$ cat config.mk
export PLATFORM = sky130hd
export DESIGN_NAME = scan_state_ctrl
export DESIGN_NICKNAME = d
export VERILOG_FILES = /design/src/rtl/scan_pkg.sv /design/src/rtl/scan_cell.sv /design/src/rtl/scan_chain.sv /design/src/rtl/scan_sequencer.sv /design/src/rtl/scan_state_ctrl.sv
export SDC_FILE = /design/constraint.sdc
export NUM_CORES = 1
export LEC_CHECK = 0
export ABC_CLOCK_PERIOD_IN_PS = 1700
export CORE_MARGIN = 3
export CORE_UTILIZATION = 47
export DETAILED_ROUTE_END_ITERATION = 10
export PLACE_DENSITY = 0.75
export SLEW_MARGIN = 40
export SYNTH_ARGS = -nofsm -noshare
export SYNTH_HDL_FRONTEND = slang
export SYNTH_SLANG_ARGS = --single-unit
$ cat constraint.sdc
create_clock -name clk -period 1.7 [get_ports clk]
set_clock_uncertainty 0.1 [all_clocks]
set_input_delay 0.425 -clock clk [delete_from_list [all_inputs] [get_ports clk]]
set_output_delay 0.425 -clock clk [all_outputs]
set_load 0.01 [all_outputs]
$ cat src/rtl/scan_pkg.sv
package scan_pkg;
  typedef enum logic [2:0] {
    SQ_IDLE    = 3'd0,
    SQ_LOAD    = 3'd1,
    SQ_CAPTURE = 3'd2,
    SQ_UNLOAD  = 3'd3,
    SQ_TAIL    = 3'd4
  } seq_state_t;

  localparam logic OP_LOAD   = 1'b0;
  localparam logic OP_UNLOAD = 1'b1;
endpackage

$ cat src/rtl/scan_cell.sv
module scan_cell (
  input  logic clk,
  input  logic rst,
  input  logic sel_scan,
  input  logic d_func,
  input  logic d_scan,
  output logic q
);
  logic d_mux;

  always_comb d_mux = sel_scan ? d_scan : d_func;

  always_ff @(posedge clk) begin
    if (rst) q <= 1'b0;
    else     q <= d_mux;
  end
endmodule

$ cat src/rtl/scan_chain.sv
module scan_chain #(
  parameter int W = 3
) (
  input  logic         clk,
  input  logic         rst,
  input  logic         test_mode,
  input  logic         scan_si,
  input  logic [W-1:0] nxt,
  output logic [W-1:0] q,
  output logic         scan_so
);
  logic [W:0] link;

  assign link[0] = scan_si;

  for (genvar i = 0; i < W; i++) begin : g_cell
    scan_cell u_cell (
      .clk      (clk),
      .rst      (rst),
      .sel_scan (test_mode),
      .d_func   (nxt[i]),
      .d_scan   (link[i]),
      .q        (q[i])
    );
    assign link[i+1] = q[i];
  end

  assign scan_so = link[W];
endmodule

$ cat src/rtl/scan_sequencer.sv
module scan_sequencer
  import scan_pkg::*;
#(
  parameter int W = 3
) (
  input  logic         clk,
  input  logic         rst,
  input  logic         cmd_valid,
  output logic         cmd_ready,
  input  logic         cmd_op,
  input  logic [W-1:0] cmd_data,
  input  logic         scan_so,
  output logic         test_mode,
  output logic         scan_si,
  output logic         done,
  output logic [W-1:0] result
);
  localparam int CW = (W > 2) ? $clog2(W) : 1;
  localparam logic [CW-1:0] LAST_LOAD   = CW'(W - 1);
  localparam logic [CW-1:0] LAST_UNLOAD = CW'(W - 2);

  seq_state_t   st_q;
  logic [CW-1:0] cnt_q;
  logic [W-1:0]  src_q;
  logic [W-1:0]  col_q;
  logic [W-1:0]  res_q;
  logic          done_q;

  always_ff @(posedge clk) begin
    if (rst) begin
      st_q   <= SQ_IDLE;
      cnt_q  <= '0;
      src_q  <= '0;
      col_q  <= '0;
      res_q  <= '0;
      done_q <= 1'b0;
    end else begin
      done_q <= 1'b0;
      unique case (st_q)
        SQ_IDLE: begin
          cnt_q <= '0;
          if (cmd_valid) begin
            if (cmd_op == OP_LOAD) begin
              src_q <= cmd_data;
              st_q  <= SQ_LOAD;
            end else begin
              st_q  <= SQ_CAPTURE;
            end
          end
        end
        SQ_LOAD: begin
          src_q <= {src_q[W-2:0], 1'b0};
          if (cnt_q == LAST_LOAD) begin
            st_q   <= SQ_IDLE;
            done_q <= 1'b1;
          end else begin
            cnt_q <= cnt_q + 1'b1;
          end
        end
        SQ_CAPTURE: begin
          cnt_q <= '0;
          st_q  <= SQ_UNLOAD;
        end
        SQ_UNLOAD: begin
          col_q <= {col_q[W-2:0], scan_so};
          if (cnt_q == LAST_UNLOAD) st_q <= SQ_TAIL;
          else                      cnt_q <= cnt_q + 1'b1;
        end
        SQ_TAIL: begin
          res_q  <= {col_q[W-2:0], scan_so};
          done_q <= 1'b1;
          st_q   <= SQ_IDLE;
        end
        default: st_q <= SQ_IDLE;
      endcase
    end
  end

  assign cmd_ready = (st_q == SQ_IDLE);
  assign test_mode = (st_q == SQ_LOAD) || (st_q == SQ_UNLOAD);
  assign scan_si   = src_q[W-1];
  assign done      = done_q;
  assign result    = res_q;
endmodule

$ cat src/rtl/scan_state_ctrl.sv
module scan_state_ctrl #(
  parameter int W = 3
) (
  input  logic         clk,
  input  logic         rst,
  input  logic         cmd_valid,
  output logic         cmd_ready,
  input  logic         cmd_op,
  input  logic [W-1:0] cmd_data,
  input  logic [W-1:0] nxt_state,
  output logic [W-1:0] cur_state,
  output logic         test_mode,
  output logic         scan_si,
  output logic         scan_so,
  output logic         done,
  output logic [W-1:0] result
);
  scan_chain #(.W(W)) u_chain (
    .clk       (clk),
    .rst       (rst),
    .test_mode (test_mode),
    .scan_si   (scan_si),
    .nxt       (nxt_state),
    .q         (cur_state),
    .scan_so   (scan_so)
  );

  scan_sequencer #(.W(W)) u_seq (
    .clk       (clk),
    .rst       (rst),
    .cmd_valid (cmd_valid),
    .cmd_ready (cmd_ready),
    .cmd_op    (cmd_op),
    .cmd_data  (cmd_data),
    .scan_so   (scan_so),
    .test_mode (test_mode),
    .scan_si   (scan_si),
    .done      (done),
    .result    (result)
  );
endmodule

== Word-level counts from Yosys, hierarchy flattened ==
Index checks and enable logic that the tools add are counted.
W data, S select, Z words.

* Register bits after elaboration: 17
* Bits in latches: 0
* RAM bits: 0
* ROM bits: 0
* Bits of input ports: 10
* Output and inout port bits: 11
* Logic and storage cells: 46
* Memories: 0

* Add/sub/neg operators: 1
* $mul: 0
* Div/mod/pow operators: 0
* Magnitude comparators: 0
* Equality and inequality tests: 12
* Shift-type cells: 0
* Muxes and demuxes: 16
* Bitwise operators: 0
* Reductions and logical operators: 8

{| class="wikitable"
|+ Operators by type and width
! cell !! number
|-
| $mux W3 || 5
|-
| $pmux W3 S4 || 1
|-
| $reduce_and A3 Y1 || 3
|-
| $ne A2 B2 Y1 const B || 4
|-
| $eq A3 B2 Y1 const B || 2
|-
| $mux W2 || 3
|-
| $pmux W2 S3 || 1
|-
| $pmux W3 S2 || 1
|-
| $mux W1 || 4
|-
| $ne A2 B1 Y1 const B || 2
|-
| $eq A3 B1 Y1 const B || 1
|-
| $eq A3 B3 Y1 const B || 1
|-
| $logic_not A3 Y1 || 1
|-
| $reduce_bool A3 Y1 || 1
|-
| $add A2 B1 Y2 const B || 1
|-
| $eq A2 B1 Y1 const B || 1
|-
| $eq A2 B2 Y1 const B || 1
|-
| $pmux W1 S2 || 1
|-
| $reduce_bool A2 Y1 || 1
|-
| $reduce_or A2 Y1 || 1
|-
| $logic_or A1 B1 Y1 || 1
|}

== Depth between registers and ports, before layout ==
* Word-level depth: 4
* Gate-level depth with buffers: 5
* Mapped depth without buffers: 5

== Cells and area by module ==
Synthesis repeated with hierarchy kept, for this count alone.

* Cells, all modules: 89
* Area, all modules: 789.5 µm²

{| class="wikitable"
|+ Modules (own cells, without submodules)
! module !! instances !! cells an instance !! area each (µm²) !! seq. area each (µm²)
|-
| scan_sequencer || 1 || 79 || 680.7 || 280.3
|-
| scan_cell || 3 || 3 || 33.8 || 20.0
|-
| scan_chain || 1 || 1 || 7.5 || 0.0
|}

== Worst setup path before layout ==
No wires, ideal clock.

* Path kind: register -> register
* Start point: reg u_seq.cnt_q[0]
* End point: reg u_seq.cnt_q[1]
* Setup time: 74 ps
* Arrival: 1413 ps
* Data required time: 1526 ps
* Path slack: 112 ps
* Cell stages (with the launch flop): 6
* Buffers on the path: 0
* Period minus slack after synthesis: 1588 ps
* Cells stage by stage: dfxtp_1 inv_1 ha_1 mux2_4 or3b_1 a31oi_1

* Word-level cells in the longest chain between the ends: 3
* Elaborated cells on any way between the ends: 9
* Classes of those cells: add/sub: 1; eq/ne: 4; mux: 3; reduce/logical: 1

{| class="wikitable"
|+ RTL lines
! element !! line !! text
|-
| start, declared || scan_sequencer.sv:23 || <nowiki>logic [CW-1:0] cnt_q;</nowiki>
|-
| start signal, assigned || scan_sequencer.sv:57 || <nowiki>cnt_q <= cnt_q + 1'b1;</nowiki>
|-
| start signal, assigned || scan_sequencer.sv:67 || <nowiki>else cnt_q <= cnt_q + 1'b1;</nowiki>
|-
| $add A2 B1 Y2, or another cell as far along || scan_sequencer.sv:57, scan_sequencer.sv:67 ||
|-
| $mux W2, or another cell as far along || scan_sequencer.sv:66 || <nowiki>if (cnt_q == LAST_UNLOAD) st_q <= SQ_TAIL;</nowiki>
|-
| $pmux W2 S3 or $reduce_and A3 Y1 (tied branches) || n/a ||
|}

Parallel ways exist; a longest one is shown, timed or not. The select of a mux whose other input is x is not followed.
A chain may end at the register's enable or synchronous reset.

== Final worst setup path ==
* Start point: reg u_seq.st_q[2]
* End point: out test_mode

* Word-level cells in the longest chain between the ends: 2
* Elaborated cells on any way between the ends: 3
* Classes of those cells: eq/ne: 2; reduce/logical: 1

{| class="wikitable"
|+ RTL lines
! element !! line !! text
|-
| start, declared || scan_sequencer.sv:22 || <nowiki>seq_state_t st_q;</nowiki>
|-
| start signal, assigned || scan_sequencer.sv:31 || <nowiki>st_q <= SQ_IDLE;</nowiki>
|-
| start signal, assigned || scan_sequencer.sv:45 || <nowiki>st_q <= SQ_LOAD;</nowiki>
|-
| start signal, assigned || scan_sequencer.sv:47 || <nowiki>st_q <= SQ_CAPTURE;</nowiki>
|-
| $eq A3 B1 Y1 or $eq A3 B2 Y1 (tied branches) || scan_sequencer.sv:80 || <nowiki>assign test_mode = (st_q == SQ_LOAD) || (st_q == SQ_UNLOAD);</nowiki>
|-
| $logic_or A1 B1 Y1 * || scan_sequencer.sv:80 ||
|-
| end, declared || scan_state_ctrl.sv:12 || <nowiki>output logic test_mode,</nowiki>
|}

Every way passes the cells marked *; elsewhere a longest branch is shown, timed or not.

==> flow_metrics.py <==
metrics = {
    "clock_tree": {
        "clock_latency_ns": 0.30,
        "clk_pin_slew_ns": 0.10,
        "cts_tree": "built",
        "clock-sinks": 17,
        "htree_levels": 1,
        "cts_buffer_depth": 2,
        "numCtsBuffers": 3,
        "root_buffer": "clkbuf_4",
        "post_cts_buffers": 0,
    },
    "flow_run": {
        "cap_viol_max_count": 0,
    },
    "final_layout": {
        "n_antenna_cell": 0,
        "area_delta_synth_final_pct": 32.1,
        "area.sequential_um2": 348,
        "layout-drive-gt1-share_pct": 17.9,
        "multi_input_comb_area_um2": 428,
        "fin_nets": 130,
        "fin_util_pct": 69.5,
        "n_fill_cell": 131,
    },
    "sta": {
        "fin_crit_ns": 1.64,
        "slew_headroom_pct": 73.3,
        "min_period_over_period_pct": 96.4,
        "final_hold_viol_count": 0,
        "final_max_slew_viol_count": 0,
        "fin_ws_ns": 0.0613,
        "finalSetupTns_ns": 0,
        "setup_viol": 0,
        "fmax_mhz": 610,
        "tightest_slew_ns": 0.400,
        "hold_slack_ns": 0.373,
    },
    "place": {
        "routabilityCongestion": 0.760,
        "numPortBuffers": 20,
        "place_ws_ns": -0.146,
        "dp_hpwl_um": 1260,
    },
    "pwr": {
        "ir_worst_vdd_mv": 0.663,
        "switchingPower_w": 0.000229,
        "power.density_mw_per_mm2": 756,
        "total_power_w": 0.000829,
        "clkPwrFrac_pct": 26.9,
        "intPower_w": 0.000600,
        "power_frac_comb_pct": 20.6,
        "swShare_pct": 27.6,
        "pwr-share-seq_pct": 52.5,
        "p_leak_nw": 0.484,
    },
    "floorplanning": {
        "dieArea_mm2": 0.00230,
        "die_h_um": 48.0,
        "ios": 21,
        "die_x_um": 48.0,
        "initial_core_util_pct": 52.6,
        "rows": 14,
        "coreArea_mm2": 0.00158,
    },
    "routing": {
        "route.detailed.vias_per_inst": 5.49,
        "drt-total-wl_um": 1730,
        "vias": 730,
        "drt_iter0_markers": 6,
        "drt.antenna.violating_nets": 0,
        "wl_per_cell_um": 13.0,
        "drc_errors": 0,
        "first_pass_iters": 3,
    },
    "worst_hold_path": {
        "hp-class": "reg -> reg",
    },
    "global_routing": {
        "grt_pass1_wl_um": 2790,
        "antenna_found_initial": 0,
        "grt_overflow": 0,
        "groute.usage.overall_pct": 17.5,
        "grt_pass1_vias": 663,
        "grt_start_max_net_pins": 16,
    },
    "logic_synthesis": {
        "ys_seq_area_share_pct": 41.0,
        "synth_area_um2": 830,
        "synth_warnings": 0,
        "ys_types": 30,
        "ys_seq_elements": 17,
        "syn-num-nets": 105,
        "avgSynthCellArea_um2": 8.92,
        "syn_inst": 93,
    },
    "worst_setup_path": {
        "crit_path_start_kind": "register",
        "cp_max_fo": 5,
        "critPathCaptureType": "primary output",
        "critPathRequiredTime_ns": 1.17,
        "crit_type": "reg -> out",
        "critPathArrivalTime_ns": 1.11,
    },
    "status": {
        "status": "completed",
    },
}
[power by group through the flow]
stage               combinational [W]  sequential (W)  clock, W
global route                 0.000190        0.000438  0.000243
global placement             0.000179        0.000443         0
detailed placement           0.000181        0.000444         0
floorplan                    0.000109        0.000442         0
finish                       0.000171        0.000435  0.000223
CTS                          0.000172        0.000436  0.000230
[cell type report]
cell class	count	share of cell area, %
multi-input combinational	64	39.0
sequential	17	31.7
timing repair buffer	29	24.0
clock buffer	4	2.40
tap	16	1.83
inverter	3	1.03
[cell usage in the layout, fill, tap and decap left out, types with 2 or more instances in the layout]
cell	n
a21oi_1	3
a31oi_1	2
buf_4	8
clkbuf_4	3
clkdlybuf4s50_1	9
dfxtp_1	13
dfxtp_2	3
dlygate4sd2_1	7
dlymetal6s2s_1	2
ha_1	2
inv_1	3
mux2i_1	7
nand2_1	5
nand3_1	5
nand3b_1	3
nor2_1	10
nor2b_1	3
nor3_1	5
nor3b_1	2
nor4_1	2
o21ai_0	2
[worst max-delay path: stages (launching register included)]
cell	delay [ns]
dfxtp_4	0.37
and2b_1	0.21
clkdlybuf4s15_1	0.24
[layer usage]
layer	GRT usage [%]	part of all wire [%]	wire length (µm)
met5	0	0	0
met4	1.61	0.58	10
met3	8.65	5.5	95
met2	28.5	47	811
met1	21.7	47	816
[cell families (layout without fill, tap and decap cells)]
kind of cell | count (synthesis) | in the layout | share of synthesized area [%]
AOI/OAI and AO/OA | 13 | 13 | 11.0
adders and majority gates | 2 | 2 | 3.02
buffers and inverters | 12 | 36 | 7.99
DFF | 17 | 17 | 41.0
muxes | 8 | 8 | 10.3
and+or+nand+nor | 41 | 41 | 26.7
[flip-flops by register name, indices dropped and copies added (netlist names)]
name and cells:
u_chain.g_cell.u_cell.q 3, u_seq.cnt_q 2, u_seq.col_q 2, u_seq.done 1, u_seq.st_q 3, u_seq.result 3, u_seq.src_q 3
[path summary, 6_finish.rpt]
check | slack [ns] | cells after the start | start | endpoint
min | 0.37 | 2 | u_seq.col_q[1] | u_seq.col_q[1]
max reg2reg | 0.10 | 4 | u_seq.st_q[1] | u_seq.cnt_q[1]
max | 0.06 | 2 | u_seq.st_q[2] | test_mode
min reg2reg | 0.37 | 2 | u_seq.col_q[1] | u_seq.col_q[1]
[stage by stage]
| step | std cells | area (µm²) |
|---|---|---|
| floorplan | 93 | 830 |
| global placement | 129 | 1060 |
| detailed placement | 129 | 1060 |
| CTS | 133 | 1080 |
| global route | 133 | 1100 |
| finish | 133 | 1100 |
[cell usage after synthesis (all sizes together)]
cell / number / share of area, %
a21oi: 3 / 1.8
a31o: 1 / 1.1
a31oi: 2 / 1.5
and2b: 1 / 0.91
and3: 1 / 0.75
and4: 1 / 1.1
buf: 7 / 5.7
clkbuf: 2 / 0.91
dfxtp: 17 / 41
ha: 2 / 3.0
inv: 3 / 1.4
mux2: 1 / 1.8
mux2i: 7 / 8.4
nand2: 5 / 2.3
nand3: 5 / 3.0
nand3b: 3 / 2.7
nor2: 10 / 4.5
nor2b: 3 / 2.3
nor3: 6 / 3.6
nor3b: 2 / 1.8
nor4: 2 / 1.5
o2111a: 1 / 1.4
o211a: 1 / 1.2
o211ai: 1 / 0.91
o21a: 1 / 0.91
o21ai: 2 / 1.2
o31a: 1 / 1.1
or3b: 1 / 1.1
or4b: 1 / 1.2
[repair_timing]
item	in CTS	in global routing
gates resized for setup	12	9
hold buffers	0	0
endpoints found under the setup margin	9	5
Note: power is estimated with default switching activity, not from simulation.
